$ cat src/rtl/dcnt_pkg.sv
// Package dcnt_pkg
// Shared helpers for the decade Johnson counter.
// Assumes: register widths up to 32 stages.
package dcnt_pkg;

    // A Johnson code is legal when its bits change value at most once
    // between neighbouring stages (one block of ones, anchored at an end).
    function automatic logic ring_legal(input logic [31:0] code, input int unsigned width);
        int unsigned changes;
        changes = 0;
        for (int unsigned i = 0; i + 1 < width; i++) begin
            if (code[i] != code[i+1]) changes++;
        end
        return (changes <= 1);
    endfunction

endpackage

$ cat src/rtl/dcnt_reset_ctl.sv
// Module dcnt_reset_ctl
// Turns the asynchronous master reset into a hold signal that rises at once
// with mr and falls only after RLS_STAGES clean clock edges.
// Assumes: RLS_STAGES >= 2.
module dcnt_reset_ctl #(
    parameter int unsigned RLS_STAGES = 2
) (
    input  logic clk,
    input  logic rst_n,
    input  logic mr,
    output logic hold
);

    logic [RLS_STAGES-1:0] rls_q;

    // Release shifter: set asynchronously by mr, drained by zeros afterwards.
    always_ff @(posedge clk or posedge mr) begin
        if (mr) begin
            rls_q <= '1;
        end else if (!rst_n) begin
            rls_q <= '0;
        end else begin
            rls_q <= {rls_q[RLS_STAGES-2:0], 1'b0};
        end
    end

    assign hold = rls_q[RLS_STAGES-1];


    release_drain_chk: assert property (@(posedge clk) disable iff (!rst_n || mr)
        (!hold && !$past(hold)) |=> !hold);

endmodule

$ cat src/rtl/dcnt_edge_qual.sv
// Module dcnt_edge_qual
// Synchronizes both count inputs to clk, detects their edges against the
// previous synchronized value and produces a single-cycle advance pulse.
// Assumes: inputs are slow compared to clk and low during reset.
module dcnt_edge_qual #(
    parameter int unsigned SYNC_STAGES = 2
) (
    input  logic clk,
    input  logic rst_n,
    input  logic rise_in,
    input  logic fall_in,
    output logic adv
);

    logic [SYNC_STAGES-1:0] rise_sync_q;
    logic [SYNC_STAGES-1:0] fall_sync_q;
    logic                   rise_prev_q;
    logic                   fall_prev_q;
    logic                   rise_now;
    logic                   fall_now;
    logic                   rise_hit;
    logic                   fall_hit;

    // Synchronizer chains plus one history flop per input.
    always_ff @(posedge clk) begin
        if (!rst_n) begin
            rise_sync_q <= '0;
            fall_sync_q <= '0;
            rise_prev_q <= 1'b0;
            fall_prev_q <= 1'b0;
        end else begin
            rise_sync_q <= {rise_sync_q[SYNC_STAGES-2:0], rise_in};
            fall_sync_q <= {fall_sync_q[SYNC_STAGES-2:0], fall_in};
            rise_prev_q <= rise_sync_q[SYNC_STAGES-1];
            fall_prev_q <= fall_sync_q[SYNC_STAGES-1];
        end
    end

    // Edge qualification: each edge counts only with the other input at its enabling level.
    always_comb begin
        rise_now = rise_sync_q[SYNC_STAGES-1];
        fall_now = fall_sync_q[SYNC_STAGES-1];
        rise_hit = rise_now && !rise_prev_q && !fall_now;
        fall_hit = !fall_now && fall_prev_q && rise_now;
        adv      = rise_hit || fall_hit;
    end


    adv_single_chk: assert property (@(posedge clk) disable iff (!rst_n)
        adv |=> !adv);


    adv_edge_chk: assert property (@(posedge clk) disable iff (!rst_n)
        adv |-> ((rise_now != rise_prev_q) || (fall_now != fall_prev_q)));

endmodule

$ cat src/rtl/dcnt_johnson_core.sv
// Module dcnt_johnson_core
// Twisted-ring state register with code correction and a test load path.
// An illegal code is steered back to state 0 or 1 on the next advance by
// clearing all stages above the first; legal codes shift normally.
// Assumes: hold is driven by dcnt_reset_ctl from the same mr.
module dcnt_johnson_core
    import dcnt_pkg::*;
#(
    parameter int unsigned STAGES = 5
) (
    input  logic              clk,
    input  logic              rst_n,
    input  logic              mr,
    input  logic              hold,
    input  logic              adv,
    input  logic              load,
    input  logic [STAGES-1:0] load_code,
    output logic [STAGES-1:0] state
);

    logic [STAGES-1:0] state_q;
    logic [STAGES-1:0] state_nx;
    logic              legal;

    // Next-state: twisted shift when legal, collapse upper stages when not.
    always_comb begin
        legal = ring_legal(32'(state_q), STAGES);
        if (legal) begin
            state_nx = {state_q[STAGES-2:0], ~state_q[STAGES-1]};
        end else begin
            state_nx = {{(STAGES-1){1'b0}}, ~state_q[STAGES-1]};
        end
    end

    // State register: mr clears asynchronously, then reset, hold, load, advance.
    always_ff @(posedge clk or posedge mr) begin
        if (mr) begin
            state_q <= '0;
        end else if (!rst_n) begin
            state_q <= '0;
        end else if (hold) begin
            state_q <= '0;
        end else if (load) begin
            state_q <= load_code;
        end else if (adv) begin
            state_q <= state_nx;
        end
    end

    assign state = state_q;


    legal_keep_chk: assert property (@(posedge clk) disable iff (!rst_n || mr)
        (legal && !load) |=> ring_legal(32'(state_q), STAGES));


    step_moves_chk: assert property (@(posedge clk) disable iff (!rst_n || mr)
        (legal && adv && !load && !hold) |=> (state_q != $past(state_q)));


    recover_chk: assert property (@(posedge clk) disable iff (!rst_n || mr)
        (!legal && adv && !load && !hold) |=> ring_legal(32'(state_q), STAGES));


    hold_zero_chk: assert property (@(posedge clk) disable iff (!rst_n || mr)
        hold |=> (state_q == '0));

endmodule

$ cat src/rtl/dcnt_decoder.sv
// Module dcnt_decoder
// Decodes the Johnson register into one-hot lines, each from one pair of
// adjacent stages (or the two end stages), so that a legal step cannot glitch.
// Assumes: STAGES >= 2.
module dcnt_decoder #(
    parameter int unsigned STAGES = 5,
    localparam int unsigned STATES = 2 * STAGES
) (
    input  logic [STAGES-1:0] state,
    output logic [STATES-1:0] dec,
    output logic              carry_n
);

    // Lower half: ones filling up from stage 0.
    for (genvar k = 0; k < STAGES; k++) begin : g_lo
        if (k == 0) begin : g_zero
            assign dec[k] = ~state[STAGES-1] & ~state[0];
        end else begin : g_fill
            assign dec[k] = state[k-1] & ~state[k];
        end
    end

    // Upper half: zeros filling up from stage 0.
    for (genvar k = STAGES; k < STATES; k++) begin : g_hi
        if (k == STAGES) begin : g_full
            assign dec[k] = state[STAGES-1] & state[0];
        end else begin : g_drain
            assign dec[k] = ~state[k-STAGES-1] & state[k-STAGES];
        end
    end

    // Carry is the inverted last stage: low for the upper half of the decade.
    assign carry_n = ~state[STAGES-1];

endmodule

$ cat src/rtl/decade_johnson_counter.sv
// Module decade_johnson_counter
// Top of the self-correcting decade counter: input edge qualification,
// master-reset release, state register and glitch-free decode.
// Assumes: count inputs are slow compared to clk; tst_load is a test-only hook.
module decade_johnson_counter
    import dcnt_pkg::*;
#(
    parameter int unsigned STAGES      = 5,
    parameter int unsigned SYNC_STAGES = 2,
    localparam int unsigned STATES     = 2 * STAGES
) (
    input  logic              clk,
    input  logic              rst_n,
    input  logic              mr,
    input  logic              rise_in,
    input  logic              fall_in,
    input  logic              tst_load,
    input  logic [STAGES-1:0] tst_code,
    output logic [STATES-1:0] dec_out,
    output logic              carry_n
);

    logic              adv;
    logic              hold;
    logic [STAGES-1:0] state;

    dcnt_edge_qual #(.SYNC_STAGES(SYNC_STAGES)) u_edge (
        .clk     (clk),
        .rst_n   (rst_n),
        .rise_in (rise_in),
        .fall_in (fall_in),
        .adv     (adv)
    );

    dcnt_reset_ctl #(.RLS_STAGES(2)) u_rst (
        .clk   (clk),
        .rst_n (rst_n),
        .mr    (mr),
        .hold  (hold)
    );

    dcnt_johnson_core #(.STAGES(STAGES)) u_core (
        .clk       (clk),
        .rst_n     (rst_n),
        .mr        (mr),
        .hold      (hold),
        .adv       (adv),
        .load      (tst_load),
        .load_code (tst_code),
        .state     (state)
    );

    dcnt_decoder #(.STAGES(STAGES)) u_dec (
        .state   (state),
        .dec     (dec_out),
        .carry_n (carry_n)
    );


    dec_onehot_chk: assert property (@(posedge clk) disable iff (!rst_n)
        ring_legal(32'(state), STAGES) |-> $onehot(dec_out));


    carry_half_chk: assert property (@(posedge clk) disable iff (!rst_n)
        ring_legal(32'(state), STAGES) |-> (carry_n == (dec_out[STATES-1:STAGES] == '0)));


    mr_zero_chk: assert property (@(posedge clk) disable iff (!rst_n)
        mr |-> (dec_out[0] && carry_n));

endmodule

$ cat config.mk
export PLATFORM = sky130hd
export DESIGN_NAME = decade_johnson_counter
export DESIGN_NICKNAME = d
export VERILOG_FILES = /design/src/rtl/dcnt_pkg.sv /design/src/rtl/dcnt_reset_ctl.sv /design/src/rtl/dcnt_edge_qual.sv /design/src/rtl/dcnt_johnson_core.sv /design/src/rtl/dcnt_decoder.sv /design/src/rtl/decade_johnson_counter.sv
export SDC_FILE = /design/constraint.sdc
export NUM_CORES = 1
export LEC_CHECK = 0
export BUFFER_PORTS_ARGS = -buffer_cell sky130_fd_sc_hd__clkbuf_2
export CAP_MARGIN = 20
export CORE_UTILIZATION = 35
export CTS_BUF_LIST = sky130_fd_sc_hd__clkbuf_8
export DETAILED_ROUTE_END_ITERATION = 10
export GPL_ROUTABILITY_DRIVEN = 0
export PLACE_DENSITY_LB_ADDON = 0.08
export SYNTH_ARGS = -nofsm -noshare
export SYNTH_HDL_FRONTEND = slang
export SYNTH_SLANG_ARGS = --single-unit
$ cat constraint.sdc
create_clock -name clk -period 4.2 [get_ports clk]
set_input_delay 1.26 -clock clk [delete_from_list [all_inputs] [get_ports clk]]
set_output_delay 1.26 -clock clk [all_outputs]
set_load 0.01 [all_outputs]
Word level (Yosys, flattened, before mapping)
Cells that the tools add are included.
{"block": "classes", "n_addsub": 3, "order_cmp": 1, "eq_ne": 5, "mux": 10, "bitwise": 15, "reduce_logical": 7}
{"cell": "2-to-1 mux 32 bit", "count": 3}
{"cell": "adder 32 x 1 -> 32 bit, second input constant", "count": 2}
{"cell": "less-or-equal comparator 32 x 1 -> 1 bit, second input constant", "count": 1}
{"cell": "2-to-1 mux 5 bit", "count": 5}
{"cell": "bitwise AND 1 bit", "count": 10}
{"cell": "NOT 1 bit", "count": 5}
{"cell": "logical AND 1 bit", "count": 4}
{"cell": "inequality test 1 bit", "count": 4}
{"cell": "inequality test 4 x 1 -> 1 bit, second input constant", "count": 1}
{"cell": "adder 1 x 1 -> 2 bit, second input constant", "count": 1}
{"cell": "logical NOT 1 bit", "count": 2}
{"cell": "2-to-1 mux 2 bit", "count": 1}
{"cell": "logical OR 1 bit", "count": 1}
{"cell": "2-to-1 mux 1 bit", "count": 1}
{"block": "totals", "register_bits": 13, "in_bits": 11, "out_inout_bits": 11, "wordCells": 47}

Longest topological paths before layout
{"block": "logic_depth", "word_depth": 14, "mapped_depth": 11, "depth_no_buf": 11}

Hierarchy
From an unflattened synthesis, not the netlist that was laid out.
{"block": "hier_totals", "hier_cells": 80, "area_unflattened_um2": 797.0}
{"mod": "dcnt_johnson_core", "instances": 1, "cells_per_inst": 50, "area_per_inst_um2": 478.0, "seq_area_each_um2": 125.1}
{"mod": "dcnt_edge_qual", "instances": 1, "cells_per_inst": 14, "area_per_inst_um2": 183.9, "seq_area_each_um2": 120.1}
{"mod": "dcnt_decoder", "instances": 1, "cells_per_inst": 11, "area_per_inst_um2": 68.8, "seq_area_each_um2": 0.0}
{"mod": "dcnt_reset_ctl", "instances": 1, "cells_per_inst": 5, "area_per_inst_um2": 66.3, "seq_area_each_um2": 52.6}

Worst setup path after synthesis
No wires, ideal clock.
{"block": "synth_path", "kind": "register to register", "start": "register u_core.state_q[1], in the netlist u_core.state[1]", "end": "register u_core.state_q[1], in the netlist u_core.state[1]", "setup_time_ns": 0.067, "t_arrival_ns": 2.392, "required_ns": 4.133, "path_slack_ns": 1.742, "path_stages_with_launch": 10, "path_buffers": 0, "period_less_slack_ns": 2.458, "path_cell_list": "dfrtp_1 inv_1 ha_1 inv_1 ha_1 xnor2_1 ha_1 or4b_1 a31oi_4 a221o_1"}
{"block": "synth_between", "elab_chain_len": 14, "elab_cells_between_ends": 15, "cone_classes": "add/sub: 3; order compare: 1; eq/ne: 2; mux: 9"}
{"item": "start: declaration", "line": "dcnt_johnson_core.sv:21", "text": "logic [STAGES-1:0] state_q;"}
{"item": "start signal: assignment", "line": "dcnt_johnson_core.sv:44", "text": "state_q <= load_code;"}
{"item": "start signal: assignment", "line": "dcnt_johnson_core.sv:46", "text": "state_q <= state_nx;"}
{"item": "inequality test 1 bit", "line": "dcnt_pkg.sv:12", "text": "if (code[i] != code[i+1]) changes++;"}
{"item": "2-to-1 mux 1 bit", "line": "dcnt_pkg.sv:12"}
{"item": "adder 1 x 1 -> 2 bit", "line": "dcnt_pkg.sv:12"}
{"item": "2-to-1 mux 32 bit *", "line": "dcnt_pkg.sv:12"}
{"item": "adder 32 x 1 -> 32 bit", "line": "dcnt_pkg.sv:12"}
{"item": "2-to-1 mux 32 bit *", "line": "dcnt_pkg.sv:12"}
{"item": "adder 32 x 1 -> 32 bit", "line": "dcnt_pkg.sv:12"}
{"item": "2-to-1 mux 32 bit *", "line": "dcnt_pkg.sv:12"}
{"item": "less-or-equal comparator 32 x 1 -> 1 bit *", "line": "dcnt_pkg.sv:14", "text": "return (changes <= 1);"}
{"item": "2-to-1 mux 5 bit *", "line": "dcnt_johnson_core.sv:28", "text": "if (legal) begin"}
{"item": "2-to-1 mux 5 bit *", "line": "dcnt_johnson_core.sv:45", "text": "end else if (adv) begin"}
{"item": "2-to-1 mux 5 bit *", "line": "dcnt_johnson_core.sv:43", "text": "end else if (load) begin"}
{"item": "2-to-1 mux 5 bit *", "line": "dcnt_johnson_core.sv:41", "text": "end else if (hold) begin"}
{"item": "2-to-1 mux 5 bit *", "line": "dcnt_johnson_core.sv:39", "text": "end else if (!rst_n) begin"}
Mark *: on every way between the ends. The rest lies on a longest branch, timed or not. The select of a mux whose other input is x is not followed.
A chain may end at the register's enable or synchronous reset.

Worst setup path in the final report
{"block": "layout_path", "start": "register u_core.state_q[0], in the netlist u_core.state[0]", "end": "register u_core.state_q[4], in the netlist u_core.state[4]"}
{"block": "layout_between", "elab_chain_len": 14}
{"item": "inequality test 1 bit *", "line": "dcnt_pkg.sv:12"}
{"item": "2-to-1 mux 1 bit *", "line": "dcnt_pkg.sv:12"}
{"item": "adder 1 x 1 -> 2 bit", "line": "dcnt_pkg.sv:12"}
{"item": "2-to-1 mux 32 bit *", "line": "dcnt_pkg.sv:12"}
{"item": "adder 32 x 1 -> 32 bit", "line": "dcnt_pkg.sv:12"}
{"item": "2-to-1 mux 32 bit *", "line": "dcnt_pkg.sv:12"}
{"item": "adder 32 x 1 -> 32 bit", "line": "dcnt_pkg.sv:12"}
{"item": "2-to-1 mux 32 bit *", "line": "dcnt_pkg.sv:12"}
{"item": "less-or-equal comparator 32 x 1 -> 1 bit *", "line": "dcnt_pkg.sv:14"}
{"item": "2-to-1 mux 5 bit *", "line": "dcnt_johnson_core.sv:28"}
{"item": "2-to-1 mux 5 bit *", "line": "dcnt_johnson_core.sv:45"}
{"item": "2-to-1 mux 5 bit *", "line": "dcnt_johnson_core.sv:43"}
{"item": "2-to-1 mux 5 bit *", "line": "dcnt_johnson_core.sv:41"}
{"item": "2-to-1 mux 5 bit *", "line": "dcnt_johnson_core.sv:39"}
Marks and branches as above.

==> metrics.md <==
| Metric | Value |
|---|---|
| Status | finished clean |
| Leakage dissipation | between 0.4 and 0.5 nW |
| Total grt overflow | 0 |
| Area grow syn2layout | 24.8% |
| Fin crit period | between 2 and 3 ns |
| Max-cap violations | 0 |
| Crit Path Category | flop to flop |
| Syn Area/Cell | 10.5 µm² |
| IO buf count | 21 |
| Synth area leaders | dfrtp_1 17%, ha_1 17%, dfxtp_1 16% |
| Share of cells above drive strength 1 | 0.313 |
| Cts hold-fix bufs | 0 |
| CP Data Required Time | 4.38 ns |
| Largest net degree at the start of global routing | 10 |
| Synth top area share | 0.169 |
| Clk pwr share | 0.357 |
| Highest Clock Rate | between 300 and 400 MHz |
| Final Cycle Share | 0.630 |
| Drt total wl | between 1000 and 1500 µm |
| Nature of the critical path endpoint | flop |
| Switching share of power | 0.255 |
| Seq/Total Area, Yosys | 0.401 |
| CTS buffer count | 3 |
| Most common flop cell mapped by yosys | dfxtp_1 |
| TritonCTS Sinks | 13 |
| Longest Clk Path Bufs | 2 |
| Full die area | 2310 µm² |
| PD cells | around 320 nW/µm² |
| H-tree depth | 1 |
| Setup violators final | 0 |
| Die Wd | 48.0 µm |
| RSZ-0062 raised after global routing | no |
| Final hold violation count | 0 |
| Die Ht | between 40 and 50 µm |
| Tot GR Track Use | 0.142 |
| Clock Skews | approximately 0.0036 ns |
| Net Switching | 0.0000757 W |
| Initial Util | 0.374 |
| Worst Path Arrival | 2.82 ns |
| Yosys cell types | 25 |
| Post-cts sizing count | 0 |
| First DRT Iteration DRCs | 10 |
| Number of synthesized flops with an enable pin | 0 |
| Vias in the first global route | around 550 |
| Routed vias | around 580 |
| Initial antenna violation count | 0 |
| First-pass GRT wire length | ~2200 µm |
| Clock insertion delay at the later pin of the skew report | between 0.2 and 0.25 ns |
| Max Slew Vio Count | 0 |
| Site Rows | 16 |
| Routed len/inst | between 10 and 15 µm |
| Dpl hpwl | about 1100 µm |
| # diodes | 0 |
| Peak VDD IR | about 0.16 mV |
| Crit-path max FO | 4 |
| Post-Syn Area | approximately 740 µm² |
| Worst Hold Margin | 0.429 ns |
| Async S/R FF share, synth | 0.538 |
| DRC Markers | 0 |
| CTS clk-pin slew, worst paths | 0.05 ns |
| Synth area leader | dfrtp_1 |
| Number of synthesized register bits | 13 |
| Placeable Area | between 1500 and 2000 µm² |
| Clock tree root buffer cell | clkbuf_8 |
| YS warnings | 0 |
| Logic pwr share | 0.187 |
| Seq pwr share | 0.456 |
| Initial DRT Pass Iterations | 4 |
| DR vias/cell | between 4 and 5 |
| Syn Inst Count | around 70 |
| Top post-synthesis cells by count | 10 x ha_1, 9 x inv_1, 7 x and2_1, 6 x dfxtp_1, 5 x dfrtp_1 |
| Setup TNS | 0 ns |
| CTS tree | done |
| Pint | 0.000221 W |
| Hold Crit Class | flop to flop |
| Final core occ | 0.467 |
| Most instantiated library cell after synthesis | ha_1 |
| CP Launch Type | flop |
| Final ANT Viol Nets | 0 |
| FF-to-FF setup slack | about 1.6 ns |
| IO Pins | 22 |
| Net count, final | ~120 |
| Post-Syn Nets | 92 |
| Number of setup buffers added after CTS | 0 |
-- path summary, 6_finish.rpt --
path	to	start	depth (start not counted)
max in group asynchronous	u_rst.rls_q[1]	mr	2
min in group asynchronous	u_core.state[4]	mr	2
min	u_edge.rise_sync_q[1]	u_edge.rise_sync_q[0]	1
min reg2reg	u_edge.rise_sync_q[1]	u_edge.rise_sync_q[0]	1
max reg2reg	u_core.state[4]	u_core.state[0]	10
max	u_core.state[4]	u_core.state[0]	10
-- cells in the final DEF (no fill, tap or decap), types with 2 or more instances in the layout --
| cell type | netlist | final |
|---|---|---|
| and2_1 | 7 | 7 |
| ha_1 | 10 | 10 |
| nor3_1 | 2 | 2 |
| a221o_1 | 4 | 4 |
| nor2b_1 | 3 | 3 |
| dfxtp_1 | 6 | 6 |
| nand2_1 | 2 | 2 |
| nor2_1 | 4 | 4 |
| inv_1 | 9 | 10 |
| clkbuf_8 | 0 | 3 |
| and3_1 | 4 | 4 |
| dfstp_2 | 2 | 2 |
| clkbuf_2 | 0 | 21 |
| dfrtp_1 | 5 | 5 |
-- worst max-delay path: stages (launching register included) --
cell and delay (ns):
dfrtp_1 0.41, inv_1 0.11, ha_1 0.31, inv_1 0.04, ha_1 0.23, nor2b_1 0.18, nor2_1 0.07, ha_1 0.30
or4b_1 0.55, a31oi_4 0.22, a221o_1 0.17
-- layer usage --
metal	track usage	share of wire	wire length [µm]
met3	0.0340	0.038	52
met5	0	0	0
met2	0.249	0.47	650
met4	0.0500	0.015	21
met1	0.169	0.47	646
-- area by class of cell --
| cell class | instances | area, µm² |
|---|---|---|
| multi-input combinational | 49 | 410 |
| clock buffer | 3 | 41.3 |
| tap | 27 | 33.8 |
| sequential | 13 | 298 |
| inverter | 9 | 33.8 |
| fill | 198 | 1060 |
| clock inverter | 1 | 3.75 |
| timing repair buffer | 21 | 105 |
-- metrics by stage --
step	total power [W]	instances	setup WS [ns]	instance area, µm²
2_1_floorplan	0.000176	71	1.74	742
6_report	0.000297	123	1.55	926
5_1_grt	0.000317	123	1.36	926
3_5_place_dp	0.000194	119	1.55	881
3_3_place_gp	0.000193	119	1.56	881
4_1_cts	0.000302	123	1.54	926
-- power groups by stage --
stage / logic, W / clock network, W / registers (W)
after floorplan: 0.0000398 / 0 / 0.000136
after global placement: 0.0000553 / 0 / 0.000137
after detailed placement: 0.0000565 / 0 / 0.000138
after CTS: 0.0000568 / 0.000110 / 0.000135
after global routing: 0.0000647 / 0.000116 / 0.000136
final: 0.0000555 / 0.000106 / 0.000135
-- flip-flops by register name, indices dropped and copies added (netlist names) --
signal	flops
u_core.state	5
u_edge.fall_sync_q	2
u_edge.rise_sync_q	2
u_rst.rls_q	2
u_edge.fall_prev_q	1
u_edge.rise_prev_q	1
-- logic make-up after synthesis --
family	Yosys count	share of synthesized area
adders and majority gates	10	0.169
other	1	0.00505
and+or+nand+nor	28	0.250
DFF	13	0.401
AOI/OAI and AO/OA	9	0.118
xor gates and xnor gates	1	0.0118
buffers and inverters	9	0.0455
Power figures use the tool's default switching activity.
